`config.mk`:
```
export PLATFORM = sky130hd
export DESIGN_NAME = trk_resp_reg
export DESIGN_NICKNAME = d
export VERILOG_FILES = /design/src/rtl/trk_pkg.sv /design/src/rtl/trk_resp_reg.sv
export SDC_FILE = /design/constraint.sdc
export NUM_CORES = 1
export LEC_CHECK = 0
export ABC_AREA = 1
export BUFFER_PORTS_ARGS = -buffer_cell sky130_fd_sc_hd__buf_2
export CAP_MARGIN = 20
export CORE_AREA = 2 2 153 155
export CTS_CLUSTER_DIAMETER = 80
export DETAILED_ROUTE_END_ITERATION = 8
export DIE_AREA = 0 0 155 157
export HOLD_SLACK_MARGIN = 0.08
export PLACE_DENSITY_LB_ADDON = 0.08
export SLEW_MARGIN = 0
export SYNTH_ARGS = -nofsm -noshare
export SYNTH_HDL_FRONTEND = slang
export SYNTH_SLANG_ARGS = --single-unit
```
`constraint.sdc`:
```
create_clock -name clk_i -period 0.9 [get_ports clk_i]
set_input_delay 0.09 -clock clk_i [delete_from_list [all_inputs] [get_ports clk_i]]
set_output_delay 0.09 -clock clk_i [all_outputs]
set_load 0.005 [all_outputs]
```
`src/rtl/trk_pkg.sv`:
```
package trk_pkg;
  localparam int unsigned PAGE_SHIFT = 12;

  localparam logic [2:0] PT_CTL  = 3'd0;
  localparam logic [2:0] PT_TCS  = 3'd1;
  localparam logic [2:0] PT_REG  = 3'd2;
  localparam logic [2:0] PT_TRIM = 3'd3;
  localparam logic [2:0] PT_SHF  = 3'd4;
  localparam logic [2:0] PT_SHR  = 3'd5;

  localparam logic [7:0] RC_OK        = 8'd0;
  localparam logic [7:0] RC_INVALID   = 8'd6;
  localparam logic [7:0] RC_CONFLICT  = 8'd7;
  localparam logic [7:0] RC_PREV_BUSY = 8'd17;
  localparam logic [7:0] RC_NO_TRACK  = 8'd27;

  localparam logic [15:0] EXIT_RSN_CONFLICT = 16'd71;
  localparam logic [3:0]  QUAL_RESOURCE     = 4'd0;
  localparam logic [3:0]  QUAL_REFERENCE    = 4'd1;

  typedef enum logic [1:0] {
    FLT_NONE = 2'd0,
    FLT_GP   = 2'd1,
    FLT_PF   = 2'd2
  } flt_e;

  typedef struct packed {
    flt_e       fault;
    logic       has_code;
    logic       keep_arith;
    logic [7:0] code;
    logic       zf;
    logic       cf;
    logic       exit_req;
    logic [3:0] qual;
    logic       ctl_known;
  } verdict_t;
endpackage

```
`src/rtl/trk_resp_reg.sv`:
```
module trk_resp_reg #(
  parameter int unsigned ADDR_W = 64,
  parameter int unsigned RES_W  = 64,
  parameter int unsigned IDX_W  = 8
) (
  input  logic              clk_i,
  input  logic              rst_ni,
  input  logic              fire_i,
  input  trk_pkg::verdict_t verdict_i,
  input  logic [ADDR_W-1:0] addr_i,
  input  logic [IDX_W-1:0]  ctl_idx_i,
  input  logic [ADDR_W-1:0] ctx_i,
  output logic              done_o,
  output logic [1:0]        fault_o,
  output logic [ADDR_W-1:0] fault_addr_o,
  output logic [RES_W-1:0]  result_o,
  output logic              zf_o,
  output logic              cf_o,
  output logic [3:0]        arith_o,
  output logic [IDX_W-1:0]  ctl_idx_o,
  output logic              exit_valid_o,
  output logic [15:0]       exit_reason_o,
  output logic [3:0]        exit_qual_o,
  output logic [ADDR_W-1:0] exit_gpa_o
);
  import trk_pkg::*;

  localparam int unsigned CODE_PAD = RES_W - 8;

  always_ff @(posedge clk_i or negedge rst_ni) begin
    if (!rst_ni) begin
      done_o        <= 1'b0;
      fault_o       <= '0;
      fault_addr_o  <= '0;
      result_o      <= '0;
      zf_o          <= 1'b0;
      cf_o          <= 1'b0;
      arith_o       <= '0;
      ctl_idx_o     <= '0;
      exit_valid_o  <= 1'b0;
      exit_reason_o <= '0;
      exit_qual_o   <= '0;
      exit_gpa_o    <= '0;
    end else begin
      done_o <= fire_i;
      if (fire_i) begin
        fault_o       <= verdict_i.fault;
        fault_addr_o  <= (verdict_i.fault == FLT_PF) ? addr_i : '0;
        ctl_idx_o     <= verdict_i.ctl_known ? ctl_idx_i : '0;
        exit_valid_o  <= verdict_i.exit_req;
        exit_reason_o <= verdict_i.exit_req ? EXIT_RSN_CONFLICT : '0;
        exit_qual_o   <= verdict_i.exit_req ? verdict_i.qual : '0;
        exit_gpa_o    <= verdict_i.exit_req ? ctx_i : '0;
        if (verdict_i.has_code) begin
          result_o <= {{CODE_PAD{1'b0}}, verdict_i.code};
          zf_o     <= verdict_i.zf;
          cf_o     <= verdict_i.cf;
          if (!verdict_i.keep_arith) arith_o <= '0;
        end
      end
    end
  end
endmodule

```
==> run metrics, run 1 <==
WS Path Type=register to primary output; design area=about 12000 µm²; failing checks=setup timing; Max-Cap Viols=0; critical path depth in cells=1; Clock Sinks=roughly 150; Peak Freq=between 0.8 and 0.9 GHz; outcome=finished with violations; Multi-input gate area=between 2000 and 2500 µm²; Pins Over Slew Limit=0; largest net degree at the start of global routing=41; DP HPWL=15.6 mm; Final Cycle Share=1.26; synth top area cells=dfrtp_1 55%, nand2_1 20%, buf_4 9.0%; synth-to-layout area growth=63.4%; via count=a little over 7k; RSZ-0062 raised after global routing=true; core area=roughly 23000 µm²; die area=24300 µm²; worst reg2reg path depth=4; most common cell after layout, fill and taps aside=nand2_1; worst-path cell chain=buf_2; Worst EP arrival=between 1 and 1.5 ns; die height=between 150 and 200 µm; CP max stage cell=dfrtp_2; CP required=0.81 ns; CP max FO=6; sequential fraction of the synthesis area=0.545; Crit path max-delay family=flip-flops; die width=~160 µm; Initial Util=0.314; Hold WC Path Type=input port to async pin; r2r setup slk=roughly 0.030 ns; cell taking the most area after synthesis=dfrtp_1; H-tree levels=4; worst reg2reg path endpoint=fault_addr_o[43]; leading cell types in the layout, fill and taps excluded=372 x nand2_1, 309 x buf_2, 154 x dlygate4sd3_1; peak supply drop=between 0.0009 and 0.001 V; post-synthesis register bit count=roughly 150; TritonCTS clock tree=done; routability cong.=approximately 0.79; post-synth top area share=0.545; startpoint types=register; drt initial violations=approximately 260; Power Density=between 1500 and 2000 nW/µm²; Pleak=6.95 nW; worst-skew pair later-pin latency=slightly above 0.4 ns; DR vias/cell=about 4; Port Buffer Count=approximately 320; critical path's largest stage delay=about 0.48 ns; DRT Pass-1 Iters=5; Root Buffer=clkbuf_16; Buf+Inv Stages, Crit Path=1; yosys warns=0; drc violations=0; number of global-route vias before repair=between 6k and 7k; Setup crit end kind=primary output; # rows=55; Avg WL per Cell=approximately 14 µm; grt total ovfl=0; cell area after synthesis=between 7000 and 8000 µm²; setup ws final=-0.238 ns; clock buffer count from CTS=17; Hold Vio Cnt, Final=0; worst hold margin=0.0915 ns; gr usage total=0.188; final setup violation count=158; fillers=~2.2k; Post-DRT Antenna Nets=0; min cycle time layout=approximately 1.1 ns; first-pass GRT wire length=between 30 and 40 mm; Nets=between 1.5k and 2k; Syn Inst Count=869; skew final=0 ns; register area=a little under 4000 µm²; syn_area_per_cell=8.13 µm²; Max clock buf depth=2; Post-Route WL=23.7 mm; share of cells above drive strength 1=0.322; I/O Pins=389; initial antenna violation count=1; DP Area=8880 µm²; distinct cell type count after synthesis=13; reg2reg start=fault_addr_o[43]; Worst-path clk slew=approximately 0.060 ns
[logic make-up (layout without fill, tap and decap cells)]
kind of cell / count (synthesis) / after routing / synth area share
buffers and inverters: 190 / 677 / 0.160
AND/OR/NAND/NOR: 524 / 524 / 0.294
flip-flops: 154 / 154 / 0.545
other: 1 / 73 / 0.000531
[sequential cells by signal (all words and copies together), names as in the netlist]
name / flops
fault_addr_o: 64
zf_o: 1
fault_o: 2
done_o: 1
result_o: 8
exit_gpa_o: 64
exit_qual_o: 4
cf_o: 1
ctl_idx_o: 8
exit_reason_o: 1
[report_power, final]
part | internal, W | total [W] | switching (W)
combinational | 0.00177 | 0.00329 | 0.00152
clock | 0.00389 | 0.00690 | 0.00300
sequential | 0.00742 | 0.00769 | 0.000273
[layout make-up]
class	count	area share
timing repair buffer	580	0.362
sequential	154	0.334
multi-input combinational	596	0.203
clock buffer	19	0.0383
tap	285	0.0309
inverter	66	0.0217
clock inverter	12	0.00997
antenna	1	0.000217
[synthesized netlist by cell type (all sizes together)]
cell type and count:
nand2 374, dfrtp 154, buf 116, nand3 86, inv 66, nor2 64
clkbuf 8, conb 1
[how the worst max path moves through the flow]
stage | from | slack, ns | endpoint
after global routing | exit_reason_o[2] | -0.29 | exit_reason_o[2]
final | exit_reason_o[2] | -0.24 | exit_reason_o[2]
after floorplan | fire_i | 0.15 | ctl_idx_o[0]
after CTS | exit_reason_o[2] | -0.28 | exit_reason_o[0]
after global placement | fire_i | 0.004 | result_o[1]
after detailed placement | fire_i | -0.003 | result_o[1]
[through the flow]
step                      setup TNS (ns)  utilization  setup slack [ns]  instances  total power [W]
final                             -18.86        0.513            -0.238       1713           0.0179
after global routing              -25.73        0.513            -0.293       1712           0.0188
after CTS                         -23.58        0.499            -0.277       1672           0.0179
after detailed placement        -0.00824        0.394          -0.00348       1455           0.0102
after global placement                 0        0.394           0.00369       1455           0.0102
after floorplan                        0            -             0.145        940          0.00901
[per-layer routing]
layer  wire length, µm  vias to the layer above  GRT usage
met3              1680                       16     0.0507
met2             11400                      255      0.315
met1             10300                     3213      0.239
li1                  -                     3552          -
met5                 0                        -          0
met4               306                        0     0.0578
[what timing repair did]
action                                  4_1_cts  5_1_grt
endpoints found under the setup margin      158      161
hold endpoints to repair                    305        0
cloned                                        0        0
buffers inserted                             31       40
hold buffers                                155        0
resized for setup                             1        5
Power figures use the tool's default switching activity.
==> run 2, diff against run 1 <==
==> constraint.sdc (replaced) <==
create_clock -name clk_i -period 1.4 [get_ports clk_i]
set_input_delay 0.14 -clock clk_i [delete_from_list [all_inputs] [get_ports clk_i]]
set_output_delay 0.14 -clock clk_i [all_outputs]
set_load 0.005 [all_outputs]
==> run metrics, run 2 (synthesis gave the netlist of run 1 again) <==
DP HPWL=~15 mm; leading cell types in the layout, fill and taps excluded=372 x nand2_1, 313 x buf_2, 169 x dlygate4sd3_1; number of global-route vias before repair=between 6k and 7k; Crit. Startpoint=exit_reason_o[2]; CP max stage cell=dfrtp_1; die area=between 20000 and 25000 µm²; Clock Sinks=~150; worst-path cell chain=buf_2; TritonCTS clock tree=done; worst-skew pair later-pin latency=0.41 ns; Initial Util=0.314; peak supply drop=between 0.0006 and 0.0007 V; fin util=0.487; Avg WL per Cell=~14 µm; ant diodes=0; clock buffer count from CTS=17; H-tree levels=4; RSZ-0062 raised after global routing=false; critical path's largest stage delay=around 0.52 ns; drt initial violations=373; post-route setup TNS=0 ns; largest net degree at the start of global routing=66; # rows=55; via count=6768; Buf+Inv Stages, Crit Path=1; core area=approximately 23000 µm²; first-pass GRT wire length=35.1 mm; Hold Vio Cnt, Final=0; Crit path max-delay family=flip-flops; biggest regs=exit_gpa_o x64, fault_addr_o x64; Power Density=~1000 nW/µm²; reg2reg start=exit_reason_o[2]; synth-to-layout area growth=55.1%; WS Path Type=register to primary output; drc violations=0; Peak Freq=roughly 0.8 GHz; Nets=~1.5k; share of cells above drive strength 1=0.274; Final Cycle Share=0.893; most common cell after layout, fill and taps aside=nand2_1; CP max FO=6; r2r setup slk=0.64 ns; Port Buffer Count=between 300 and 400; worst reg2reg path endpoint=exit_reason_o[2]; Root Buffer=clkbuf_16; min cycle time layout=between 1 and 1.5 ns; final setup violation count=0; Worst EP arrival=1.11 ns; startpoint types=register; Worst-path clk slew=roughly 0.060 ns; Multi-input gate area=approximately 2300 µm²; Critical path destination=exit_reason_o[1]; I/O Pins=389; register area=approximately 3900 µm²; die height=157 µm; outcome=completed; Post-Route WL=between 20 and 25 mm; die width=approximately 160 µm; DRT Pass-1 Iters=4; CTS resizes=0; initial antenna violation count=0; Pins Over Slew Limit=0; Max clock buf depth=2; gr usage total=0.182; skew final=0 ns; fillers=around 2.3k; Setup crit end kind=primary output; critical path depth in cells=1; Pleak=6.49 nW; Hold WC Path Type=input port to register; Post-DRT Antenna Nets=0; routability cong.=approximately 0.8; grt total ovfl=0; worst reg2reg path depth=2; DR vias/cell=~4.1; setup ws final=between 0.1 and 0.15 ns; Max-Cap Viols=0; CP required=~1.3 ns; Setup WS pre-CTS=0.260 ns
## run 2: cell types whose count changed in the layout (fill, tap and decap cells not counted), moves of 4 or more
cell,previous run,this run
buf_6,5,1
dlygate4sd3_1,154,169
buf_12,15,10
buf_4,96,12
buf_2,309,313
## run 2: cell type report
type	count	share of cell area
clock buffer	19	0.0413
clock inverter	12	0.0128
multi-input combinational	596	0.214
sequential	154	0.352
timing repair buffer	505	0.325
tap	285	0.0325
inverter	66	0.0228
## run 2: how the worst min path moves through the flow
stage               startpoint               end  cells past startpoint
floorplan               rst_ni              cf_o                      0
finish              addr_i[17]  fault_addr_o[17]                      5
global route        addr_i[17]  fault_addr_o[17]                      5
CTS                 addr_i[17]  fault_addr_o[17]                      5
detailed placement      rst_ni  fault_addr_o[40]                      1
global placement        rst_ni  fault_addr_o[40]                      1
## run 2: metal layers
layer | share of wire | GRT usage
met3 | 0.067 | 0.0487
met4 | 0.015 | 0.0578
met1 | 0.45 | 0.232
met5 | 0 | 0
met2 | 0.47 | 0.303
## run 2: stage by stage
| step | instance area [µm²] | std cells | power (W) | hold slack [ns] |
|---|---|---|---|---|
| floorplan | 7330 | 940 | 0.00579 | -0.156 |
| CTS | 11000 | 1637 | 0.0116 | 0.0817 |
| global placement | 8680 | 1437 | 0.00650 | 0.109 |
| detailed placement | 8680 | 1437 | 0.00651 | 0.107 |
| global route | 11000 | 1637 | 0.0121 | 0.106 |
| finish | 11000 | 1637 | 0.0114 | 0.0820 |
## run 2: timing repair
item                                    CTS  global route
setup buffers                             0             0
hold buffers                            169             0
hold endpoints to repair                304             0
endpoints found under the setup margin    0             0
## run 2: power by group
group	switching [W]	total (W)	internal, W
sequential	0.000170	0.00494	0.00477
combinational	0.000912	0.00184	0.000925
clock	0.00193	0.00467	0.00273
total	0.00301	0.0114	0.00843
==> run 3, diff against run 2 <==
--- a/config.mk
+++ b/config.mk
@@ -13,7 +13,9 @@
 export DETAILED_ROUTE_END_ITERATION = 8
 export DIE_AREA = 0 0 155 157
 export HOLD_SLACK_MARGIN = 0.08
+export MAX_ROUTING_LAYER = met4
 export PLACE_DENSITY_LB_ADDON = 0.08
+export RECOVER_POWER = 25
 export SLEW_MARGIN = 0
 export SYNTH_ARGS = -nofsm -noshare
 export SYNTH_HDL_FRONTEND = slang
==> run metrics, run 3 (synthesis gave the netlist of run 1 again) <==
grt total ovfl=0; Post-CTS Setup Bufs=0; drc violations=0; Root Buffer=clkbuf_16; TritonCTS clock tree=done; Crit path max-delay family=flip-flops; largest net degree at the start of global routing=between 60 and 70; DRT Pass-1 Iters=4; Setup crit end kind=primary output; drt initial violations=371; leading cell types in the layout, fill and taps excluded=372 x nand2_1, 313 x buf_2, 169 x dlygate4sd3_1; Final Power=0.0114 W; grt peak-use layer=met2; outcome=completed; Power Density=between 1000 and 1500 nW/µm²; skew final=0 ns; WS Path Type=register to primary output; total net switching power=0.00300 W; # rows=between 50 and 60; Post-Route WL=roughly 22 mm; Worst-path clk slew=0.06 ns; Buf+Inv Stages, Crit Path=1; Nets=~1.5k; Max-Cap Viols=0; Pins Over Slew Limit=0; routability cong.=between 0.7 and 0.8; Hold Vio Cnt, Final=0; H-tree levels=4; synth-to-layout area growth=54.9%; worst-path cell chain=buf_2; DR vias/cell=roughly 4.1; CP required=1.26 ns; Worst EP arrival=1.11 ns; Port Buffer Count=around 320; DP HPWL=~15 mm; Pleak=approximately 6.5 nW; final setup violation count=0; Initial Util=0.314; worst hold endpoint=fault_addr_o[17]; worst-margin pin slew=between 0.7 and 0.8 ns; Multi-input gate area=between 2000 and 2500 µm²; Hold WC Path Type=input port to register; worst reg2reg path depth=2; Hold Crit Depth=5; post-route setup TNS=0 ns; CP max stage cell=dfrtp_1; number of global-route vias before repair=just under 7k; gr usage total=0.188; Rel. slew slack=0.488; CTS resizes=0; r2r setup slk=0.65 ns; most common cell after layout, fill and taps aside=nand2_1; Post-DRT Antenna Nets=0; grt met3 use=0.0399; Peak Freq=~0.8 GHz; peak supply drop=0.000654 V; Max clock buf depth=2; met2 Use GR=0.303; reg2reg start=exit_reason_o[2]; initial antenna violation count=0; clock buffer count from CTS=17; biggest regs=exit_gpa_o x64, fault_addr_o x64; startpoint types=register; die height=157 µm; ant diodes=0; min cycle time layout=about 1.2 ns; worst-skew pair later-pin latency=0.41 ns; clock share of power=0.408; Final Cycle Share=0.891; register share of total power=0.432; RSZ-0062 raised after global routing=false; critical path's largest stage delay=0.52 ns; Pint=roughly 0.0084 W; Net Sw Frac=0.263; met1 global-route usage=0.238; worst hold start=addr_i[17]; first-pass GRT wire length=approximately 35 mm; I/O Pins=approximately 400; core area=between 20000 and 25000 µm²; Clock Sinks=154; combinational share of power=0.160; die width=~160 µm; worst reg2reg path endpoint=exit_reason_o[2]; via count=approximately 6.8k; fillers=approximately 2.3k; Avg WL per Cell=between 10 and 15 µm; CP max FO=6; share of cells above drive strength 1=0.274; register area=a little under 4000 µm²; die area=24300 µm²
==> run 3: worst register-to-register path: stages, from the launching register on <==
cell and delay (ns):
dfrtp_1 0.49, nand2_1 0.12, nand2_1 0.05
==> run 3: power groups by stage <==
stage	Sequential, W	Combinational, W	Clock, W
6_report	0.00494	0.00183	0.00466
5_1_grt	0.00498	0.00206	0.00502
4_1_cts	0.00493	0.00186	0.00482
3_5_place_dp	0.00501	0.00150	0
2_1_floorplan	0.00504	0.000753	0
3_3_place_gp	0.00501	0.00149	0
==> run 3: layout make-up <==
type,instances,share of cell area
Multi-Input combinational cell,596,0.215
Clock buffer,19,0.0414
Tap cell,285,0.0326
Sequential cell,154,0.352
Timing Repair Buffer,505,0.324
Clock inverter,12,0.0128
Inverter,66,0.0226
==> run 3: metrics by stage <==
stage | std cells | setup WS (ns) | hold slack, ns | instance area [µm²] | utilization
floorplan | 940 | 0.595 | -0.156 | 7330 | -
global placement | 1437 | 0.270 | 0.109 | 8680 | 0.386
detailed placement | 1437 | 0.260 | 0.107 | 8680 | 0.386
CTS | 1637 | 0.101 | 0.0817 | 11000 | 0.487
global route | 1637 | 0.103 | 0.106 | 10900 | 0.486
finish | 1637 | 0.152 | 0.0788 | 10900 | 0.486
==> run 3: how the worst max path moves through the flow <==
stage	from	to	slack, ns	depth (start not counted)
6_report	exit_reason_o[2]	exit_reason_o[1]	0.15	1
5_1_grt	exit_reason_o[2]	exit_reason_o[2]	0.10	1
4_1_cts	exit_reason_o[2]	exit_reason_o[0]	0.10	1
3_5_place_dp	fire_i	fault_addr_o[17]	0.26	6
3_3_place_gp	fire_i	result_o[1]	0.27	5
2_1_floorplan	fire_i	ctl_idx_o[0]	0.60	5
==> run 3: timing repair <==
action	4_1_cts	5_1_grt
endpoints found under the hold margin	304	0
hold buffers	169	0
setup endpoints to repair	0	0
==> run 3: layer usage <==
| layer | share of wire | vias up |
|---|---|---|
| met5 | 0 | - |
| met4 | 0.016 | 0 |
| met3 | 0.060 | 20 |
| met2 | 0.47 | 240 |
| met1 | 0.45 | 3110 |
| li1 | - | 3401 |
